### config.mk
export PLATFORM = sky130hd
export DESIGN_NAME = uart_flowctl
export DESIGN_NICKNAME = d
export VERILOG_FILES = /design/src/rtl/uart_flowctl.sv
export SDC_FILE = /design/constraint.sdc
export NUM_CORES = 1
export LEC_CHECK = 0
export BUFFER_PORTS_ARGS = -buffer_cell sky130_fd_sc_hd__buf_2
export CAP_MARGIN = 20
export CELL_PAD_IN_SITES_DETAIL_PLACEMENT = 0
export CELL_PAD_IN_SITES_GLOBAL_PLACEMENT = 1
export CORE_MARGIN = 10
export CORE_UTILIZATION = 35
export DETAILED_ROUTE_END_ITERATION = 7
export HOLD_SLACK_MARGIN = 0.08
export PLACE_DENSITY_LB_ADDON = 0.1
export SETUP_SLACK_MARGIN = 0.05
export SYNTH_ARGS = -nofsm -noshare
export SYNTH_HDL_FRONTEND = slang
export SYNTH_SLANG_ARGS = --single-unit
### constraint.sdc
create_clock -name clk -period 2.63 [get_ports clk]
set_input_delay 0.3945 -clock clk [delete_from_list [all_inputs] [get_ports clk]]
set_output_delay 0.3945 -clock clk [all_outputs]
set_load 0.02 [all_outputs]
### src/rtl/uart_flowctl.sv
module uart_flowctl #(
  parameter int BRG_W = 8,
  parameter int PRE_W = 3
)(
  input  logic       clk,
  input  logic       rst_n,
  input  logic       wr_en,
  input  logic       rd_en,
  input  logic [2:0] addr,
  input  logic [8:0] wdata,
  output logic [8:0] rdata,
  input  logic       ext_clk,
  input  logic       rxd,
  output logic       txd,
  input  logic       hs_in,
  output logic       hs_out,
  output logic       hs_oe,
  output logic       tx_empty,
  output logic       rx_full
);
  localparam int FW = 13;
  localparam logic [2:0] F7 = 3'b100, F8 = 3'b101, F9 = 3'b110;
  localparam logic [2:0] A_MODE = 3'd0, A_CTRL = 3'd1, A_BRG = 3'd2,
                         A_TX = 3'd3, A_RX = 3'd4, A_STAT = 3'd5;

  typedef enum logic [1:0] {R_IDLE, R_START, R_BITS} rx_st_e;

  logic [6:0]       mode_q;
  logic [3:0]       ctrl_q;
  logic [BRG_W-1:0] brg_q, bcnt_q;
  logic [PRE_W-1:0] pre_q, pre_mask;
  logic [2:0]       ext_s;
  logic [1:0]       cts_s, rx_s;

  logic [2:0] fmt;
  logic       fmt_ok, ext_sel, two_stop, par_even, par_en, hs_dir, hs_off;
  logic [3:0] dlen;
  logic [8:0] dmask;

  assign fmt      = mode_q[2:0];
  assign ext_sel  = mode_q[3];
  assign two_stop = mode_q[4];
  assign par_even = mode_q[5];
  assign par_en   = mode_q[6];
  assign hs_dir   = ctrl_q[2];
  assign hs_off   = ctrl_q[3];
  assign fmt_ok   = (fmt == F7) || (fmt == F8) || (fmt == F9);
  assign dlen     = (fmt == F7) ? 4'd7 : (fmt == F9) ? 4'd9 : 4'd8;
  assign dmask    = (fmt == F7) ? 9'h07F : (fmt == F9) ? 9'h1FF : 9'h0FF;

  always_ff @(posedge clk or negedge rst_n) begin
    if (!rst_n) begin
      mode_q <= '0;
      ctrl_q <= 4'b1000;
      brg_q  <= '0;
    end else if (wr_en) begin
      case (addr)
        A_MODE: mode_q <= wdata[6:0];
        A_CTRL: ctrl_q <= wdata[3:0];
        A_BRG:  brg_q  <= wdata[BRG_W-1:0];
        default: ;
      endcase
    end
  end

  // clock chain: source select, (n+1) divider, oversample tick
  logic src_tick, os_tick;
  assign pre_mask = PRE_W'((1 << ctrl_q[1:0]) - 1);
  assign src_tick = ext_sel ? (ext_s[1] & ~ext_s[2]) : ((pre_q & pre_mask) == pre_mask);
  assign os_tick  = src_tick && (bcnt_q == '0);

  always_ff @(posedge clk or negedge rst_n) begin
    if (!rst_n) begin
      pre_q  <= '0;
      bcnt_q <= '0;
      ext_s  <= '0;
      cts_s  <= 2'b11;
      rx_s   <= 2'b11;
    end else begin
      pre_q <= pre_q + 1'b1;
      ext_s <= {ext_s[1:0], ext_clk};
      cts_s <= {cts_s[0], hs_in};
      rx_s  <= {rx_s[0], rxd};
      if (src_tick) bcnt_q <= (bcnt_q == '0) ? brg_q : bcnt_q - 1'b1;
    end
  end

  // transmitter
  logic [8:0]    txh_q, dm;
  logic          txh_full, tx_busy, cts_ok, tx_start, pbit;
  logic [FW-1:0] tsh_q, frame;
  logic [3:0]    tleft_q, tos_q, nb;

  assign cts_ok   = hs_off | hs_dir | ~cts_s[1];
  assign tx_start = fmt_ok && !tx_busy && txh_full && cts_ok;
  assign nb       = 4'd2 + dlen + {3'b0, par_en} + {3'b0, two_stop};

  always_comb begin
    dm    = txh_q & dmask;
    pbit  = ^dm ^ ~par_even;
    frame = '1;
    frame[0] = 1'b0;
    for (int i = 0; i < 9; i++)
      if (i < int'(dlen)) frame[i+1] = dm[i];
    if (par_en) frame[dlen + 4'd1] = pbit;
  end

  always_ff @(posedge clk or negedge rst_n) begin
    if (!rst_n) begin
      txh_q    <= '0;
      txh_full <= 1'b0;
      tx_busy  <= 1'b0;
      tsh_q    <= '1;
      tleft_q  <= '0;
      tos_q    <= '0;
    end else begin
      if (!fmt_ok) begin
        tx_busy <= 1'b0;
      end else if (tx_start) begin
        tsh_q    <= frame;
        tleft_q  <= nb;
        tos_q    <= '0;
        tx_busy  <= 1'b1;
        txh_full <= 1'b0;
      end else if (tx_busy && os_tick) begin
        if (tos_q == 4'd15) begin
          tos_q   <= '0;
          tsh_q   <= {1'b1, tsh_q[FW-1:1]};
          tleft_q <= tleft_q - 1'b1;
          if (tleft_q == 4'd1) tx_busy <= 1'b0;
        end else begin
          tos_q <= tos_q + 1'b1;
        end
      end
      if (wr_en && addr == A_TX) begin
        txh_q    <= wdata;
        txh_full <= 1'b1;
      end
    end
  end

  assign txd      = !tx_busy | tsh_q[0];
  assign tx_empty = !txh_full;

  // receiver
  rx_st_e     rst_q;
  logic [3:0] ros_q, ridx_q;
  logic [8:0] rbuf_q, rdat_q;
  logic       rpar_q, fe_q, pe_q, oe_q, rxs, rd_hit, rx_done;

  assign rxs     = rx_s[1];
  assign rd_hit  = rd_en && addr == A_RX;
  assign rx_done = (rst_q == R_BITS) && os_tick && (ros_q == 4'd15) &&
                   (ridx_q == dlen + {3'b0, par_en});

  always_ff @(posedge clk or negedge rst_n) begin
    if (!rst_n) begin
      rst_q   <= R_IDLE;
      ros_q   <= '0;
      ridx_q  <= '0;
      rbuf_q  <= '0;
      rpar_q  <= 1'b0;
      rdat_q  <= '0;
      fe_q    <= 1'b0;
      pe_q    <= 1'b0;
      oe_q    <= 1'b0;
      rx_full <= 1'b0;
    end else begin
      if (rd_hit) begin
        rx_full <= 1'b0;
        oe_q    <= 1'b0;
      end
      if (!fmt_ok) begin
        rst_q <= R_IDLE;
      end else if (os_tick) begin
        case (rst_q)
          R_IDLE: if (!rxs) begin
            rst_q <= R_START;
            ros_q <= '0;
          end
          R_START: if (ros_q == 4'd6) begin
            if (!rxs) begin
              rst_q  <= R_BITS;
              ros_q  <= '0;
              ridx_q <= '0;
              rbuf_q <= '0;
              rpar_q <= 1'b0;
            end else begin
              rst_q <= R_IDLE;
            end
          end else begin
            ros_q <= ros_q + 1'b1;
          end
          R_BITS: if (ros_q == 4'd15) begin
            ros_q  <= '0;
            ridx_q <= ridx_q + 1'b1;
            if (ridx_q < dlen) rbuf_q[ridx_q] <= rxs;
            else if (par_en && ridx_q == dlen) rpar_q <= rxs;
            if (rx_done) begin
              rst_q <= R_IDLE;
              if (rx_full && !rd_hit) begin
                oe_q <= 1'b1;
              end else begin
                rdat_q  <= rbuf_q;
                fe_q    <= !rxs;
                pe_q    <= par_en && ((^rbuf_q ^ rpar_q) == par_even);
                rx_full <= 1'b1;
              end
            end
          end else begin
            ros_q <= ros_q + 1'b1;
          end
          default: rst_q <= R_IDLE;
        endcase
      end
    end
  end

  // handshake pin
  assign hs_oe  = hs_dir & ~hs_off;
  assign hs_out = hs_oe ? rx_full : 1'b1;

  always_comb begin
    case (addr)
      A_MODE:  rdata = {2'b0, mode_q};
      A_CTRL:  rdata = {5'b0, ctrl_q};
      A_BRG:   rdata = 9'(brg_q);
      A_RX:    rdata = rdat_q;
      A_STAT:  rdata = {3'b0, oe_q, pe_q, fe_q, rx_full, tx_busy, !txh_full};
      default: rdata = '0;
    endcase
  end
endmodule

==> impl_results.html <==
<table>
<tr><th>Metric</th><th>Value</th></tr>
<tr><th colspan="2">Detailed routing</th></tr>
<tr><td>Routed WL per cell</td><td>between 15 and 20 µm</td></tr>
<tr><td>DRC errors left</td><td>0</td></tr>
<tr><td>Via density</td><td>between 5 and 6</td></tr>
<tr><td>Number of vias in the routed layout</td><td>3,825</td></tr>
<tr><td>Remaining number of nets flagged by the antenna check after routing</td><td>0</td></tr>
<tr><td>Pre-Repair DR Iteration Count</td><td>4</td></tr>
<tr><td>Wire length reported by the detailed router</td><td>13.2 mm</td></tr>
<tr><td>First DRT Iteration DRCs</td><td>123</td></tr>
<tr><th colspan="2">Logic synthesis</th></tr>
<tr><td>Number of flops mapped to enable cells by yosys</td><td>0</td></tr>
<tr><td>Share of the yosys chip area belonging to registers</td><td>a little under half</td></tr>
<tr><td>Synthesized area per cell</td><td>about 11 µm²</td></tr>
<tr><td>Number of cells produced by synthesis</td><td>about 500</td></tr>
<tr><td>Synthesized Nets</td><td>approximately 540</td></tr>
<tr><td>Top cells by area in the synthesized netlist</td><td>dfrtp_1 38%, dfstp_2 8.6%, mux2_2 6.8%, ha_1 5.0%, nand2_1 3.6%</td></tr>
<tr><td>Synthesis-stage register bit count</td><td>102</td></tr>
<tr><td>Cell area after synthesis</td><td>between 5000 and 6000 µm²</td></tr>
<tr><td>Share of Yosys cell area claimed by the top area cell type</td><td>between 30% and 40%</td></tr>
<tr><td>Post-synthesis cell type count</td><td>69</td></tr>
<tr><td>Most instantiated flip-flop cell in the synthesis netlist</td><td>dfrtp_1</td></tr>
<tr><td>Cell taking the most area after synthesis</td><td>dfrtp_1</td></tr>
<tr><td>Synth warnings</td><td>0</td></tr>
<tr><td>Asr flop ratio synth</td><td>100%</td></tr>
<tr><th colspan="2">STA</th></tr>
<tr><td>Max-Slew Margin vs Limit</td><td>a little under two thirds</td></tr>
<tr><td>Number of pins exceeding their max-slew limit in the final report</td><td>0</td></tr>
<tr><td>Period utilization</td><td>a little under 90%</td></tr>
<tr><td>Maximum clock skew at final layout</td><td>just over 0.008 ns</td></tr>
<tr><td>Slew at the pin closest to its max-slew limit</td><td>0.539 ns</td></tr>
<tr><td>Final setup violation count</td><td>0</td></tr>
<tr><td>Unrepaired setup endpoints after global routing</td><td>false</td></tr>
<tr><td>Minimum period implied by the final worst setup slack</td><td>between 2 and 2.5 ns</td></tr>
<tr><td>Peak Freq</td><td>between 400 and 500 MHz</td></tr>
<tr><td>Setup TNS</td><td>0 ns</td></tr>
<tr><td>Number of hold violations in the final report</td><td>0</td></tr>
<tr><th colspan="2">Critical path</th></tr>
<tr><td>Arrival @ worst endpoint</td><td>2.55 ns</td></tr>
<tr><td>Critical path required time</td><td>about 2.9 ns</td></tr>
<tr><td>Total buffers and inverters traversed by the critical path</td><td>1</td></tr>
<tr><td>Launching point of the worst reg2reg path</td><td>rst_q[0]</td></tr>
<tr><td>Critical-path cell list</td><td>inv_1 &gt; ha_1 &gt; nor4bb_1 &gt; a211oi_1 &gt; a211oi_2 &gt; nand3_1 &gt; o211ai_1 &gt; o31ai_1</td></tr>
<tr><td>Worst path top cell family by delay</td><td>compound AO/OA/AOI/OAI gates</td></tr>
<tr><td>Kind of start point of the critical path</td><td>flip-flop</td></tr>
<tr><td>Max stage delay cell, worst path</td><td>dfrtp_1</td></tr>
<tr><td>Slowest stage delay, CP</td><td>roughly 0.41 ns</td></tr>
<tr><td>Crit Path Class</td><td>flip-flop to flip-flop</td></tr>
<tr><td>Crit Path Max Fanout</td><td>10</td></tr>
<tr><td>Critical path capture point type</td><td>flip-flop</td></tr>
<tr><td>Launch point of the worst path</td><td>rst_q[0]</td></tr>
<tr><th colspan="2">Die</th></tr>
<tr><td>Starting density of the core</td><td>a little over a third</td></tr>
<tr><td>Number of placement rows</td><td>45</td></tr>
<tr><td>Area of the placeable core</td><td>approximately 15,000 µm²</td></tr>
<tr><td>Die extent in x</td><td>145 µm</td></tr>
<tr><td>Number of primary I/O pins</td><td>33</td></tr>
<tr><td>Die span in y</td><td>roughly 150 µm</td></tr>
<tr><td>Area enclosed by the die boundary</td><td>21,100 µm²</td></tr>
<tr><th colspan="2">Status</th></tr>
<tr><td>Run status</td><td>finished, final reports clean</td></tr>
<tr><th colspan="2">Min path</th></tr>
<tr><td>Launch point of the worst hold path</td><td>rxd</td></tr>
<tr><td>Type of the tightest min-delay check</td><td>input pin to flip-flop</td></tr>
<tr><th colspan="2">Clock network</th></tr>
<tr><td>Num CTS Buffers</td><td>9</td></tr>
<tr><td># clock sinks</td><td>around 100</td></tr>
<tr><td>H-tree depth</td><td>3</td></tr>
<tr><td>Clock input transition at the sequential cells of the worst setup and hold paths</td><td>0.07 ns</td></tr>
<tr><td>Insertion delay of the later-clocked pin in the worst-skew pair</td><td>approximately 0.35 ns</td></tr>
<tr><td>Clk buf depth</td><td>2</td></tr>
<tr><td>CTS root buffer</td><td>clkbuf_16</td></tr>
<tr><td>Clock tree from TritonCTS</td><td>done</td></tr>
<tr><th colspan="2">GRT</th></tr>
<tr><td>Total global routing overflow</td><td>0</td></tr>
<tr><td>Number of antenna violations at the first check in global routing</td><td>0</td></tr>
<tr><td>GRT Total Usage</td><td>about 13%</td></tr>
<tr><td>Global-route wire length before repair</td><td>roughly 22 mm</td></tr>
<tr><td>Number of global-route vias before repair</td><td>about 4,000</td></tr>
<tr><td>Maximum number of pins on one net before global-route repair</td><td>68</td></tr>
<tr><th colspan="2">Placement</th></tr>
<tr><td>Half-perimeter wire length of the detailed placement result</td><td>a little under 10 mm</td></tr>
<tr><td>Cell area after placement</td><td>between 5000 and 6000 µm²</td></tr>
<tr><td>RD Place Congestion</td><td>roughly 0.80</td></tr>
<tr><td>Quantity of I/O buffers inserted on ports</td><td>32</td></tr>
<tr><th colspan="2">Finish</th></tr>
<tr><td>Fraction of final layout cells sized beyond drive strength 1</td><td>between 20 and 30%</td></tr>
<tr><td>Area delta synth-&gt;final</td><td>15.9%</td></tr>
<tr><td>Antenna cells</td><td>0</td></tr>
<tr><td>Nets</td><td>about 600</td></tr>
<tr><td>Summed area of non-filler cells in the final layout</td><td>6370 µm²</td></tr>
<tr><th colspan="2">Power and ir drop</th></tr>
<tr><td>Post-layout power</td><td>about 4.9 mW</td></tr>
<tr><td>Static leakage</td><td>2.81 nW</td></tr>
<tr><td>Power density of the placed cells</td><td>between 700 and 800 nW/µm²</td></tr>
<tr><td>Highest ir drop seen on vdd</td><td>about 350 µV</td></tr>
<tr><th colspan="2">Job</th></tr>
<tr><td>Number of max-cap violations</td><td>0</td></tr>
</table>
[final timing paths]
| path | end | slack (ns) | cells past startpoint |
|---|---|---|---|
| min in group asynchronous | tos_q[3] | 0.56 | 2 |
| min | rx_s[0] | 0.14 | 1 |
| max reg2reg | rbuf_q[2] | 0.31 | 8 |
| min reg2reg | ext_s[1] | 0.35 | 0 |
| max in group asynchronous | ctrl_q[3] | 1.31 | 3 |
| max | rbuf_q[2] | 0.31 | 8 |
[repair_timing]
item | 4_1_cts | 5_1_grt
hold buffers | 1 | 0
resized for setup | 0 | 2
endpoints found under the hold margin | 26 | 0
setup endpoints to repair | 0 | 27
buffers inserted | 0 | 2
[final cells by class]
type / instances / area (µm²)
repair buffers: 50 / 325
inverters: 21 / 78.8
fillers: 1537 / 8950
multi-input cells: 363 / 2790
flip-flops and latches: 102 / 2570
clock buffers: 11 / 233
well taps: 211 / 264
clock inverters: 5 / 100
[power by group]
| part | internal (mW) | leakage [nW] | total, mW | switching, mW |
|---|---|---|---|---|
| clock network | 0.928 | 0.163 | 1.52 | 0.590 |
| registers | 1.89 | 1.27 | 2.15 | 0.266 |
| logic | 0.548 | 1.38 | 1.18 | 0.633 |
[logic make-up (layout without fill, tap and decap cells)]
logic type,count (synthesis),after routing,synth area share (%)
simple gates,153,153,14.8
flops,102,102,46.9
compound gates,97,97,11.8
mux,64,64,14.2
buf+inv,36,87,2.76
xor+xnor,26,26,4.15
fa+ha+maj,23,23,5.38
[worst reg2reg max path: stages (launching register included)]
cell and delay, ns:
dfrtp_1 0.41, inv_1 0.10, ha_1 0.22, nor4bb_1 0.28, a211oi_1 0.10, a211oi_2 0.38, nand3_1 0.42, o211ai_1 0.20
o31ai_1 0.10
[synthesized netlist by cell type (all sizes together) (5+ instances only)]
cell type and number:
dfrtp 84, nand2 55, a21oi 17, o31ai 10, inv 21, xor2 8, nand3 18, nor2b 8
mux2 43, o21ai 31, nor3 7, nand2b 11, o211ai 11, ha 22, nor2 28, clkbuf 12
xnor2 18, dfstp 18, and3 5, mux2i 17
[placed cells by master (no fill, tap or decap), drive strengths merged, types with 21 or more instances in the layout]
| master | count |
|---|---|
| inv | 21 |
| nor2 | 28 |
| nand2 | 55 |
| mux2 | 43 |
| dfrtp | 84 |
| buf | 49 |
| ha | 22 |
| o21ai | 31 |
[routing by layer]
layer / vias up / part of all wire [%] / global-route usage [%]
met5: - / 0 / 0
met4: 0 / 1.7 / 4.25
met3: 15 / 3.0 / 2.83
met2: 55 / 46 / 20.1
met1: 1872 / 49 / 17.1
li1: 1883 / - / -
[metrics by stage]
step / instances / hold WS, ns / setup WS, ns / util, %
4_1_cts: 761 / 0.126 / 0.158 / 41.3
3_3_place_gp: 744 / 0.334 / 0.190 / 39.1
5_1_grt: 763 / 0.130 / 0.0785 / 41.6
3_5_place_dp: 744 / 0.337 / 0.187 / 39.1
2_1_floorplan: 501 / 0.0989 / 0.330 / -
6_report: 763 / 0.140 / 0.305 / 41.6
[sequential cells by signal (all words and copies together), names as in the netlist, 2 cells and up]
register	flops
txh_q	9
tleft_q	4
ros_q	4
ridx_q	4
rbuf_q	9
pre_q	3
tos_q	4
tsh_q	13
cts_s	2
ctrl_q	4
brg_q	8
ext_s	3
rx_s	2
rdat_q	9
mode_q	7
rst_q	2
bcnt_q	8
No activity file was read; power rests on OpenSTA's default activity.
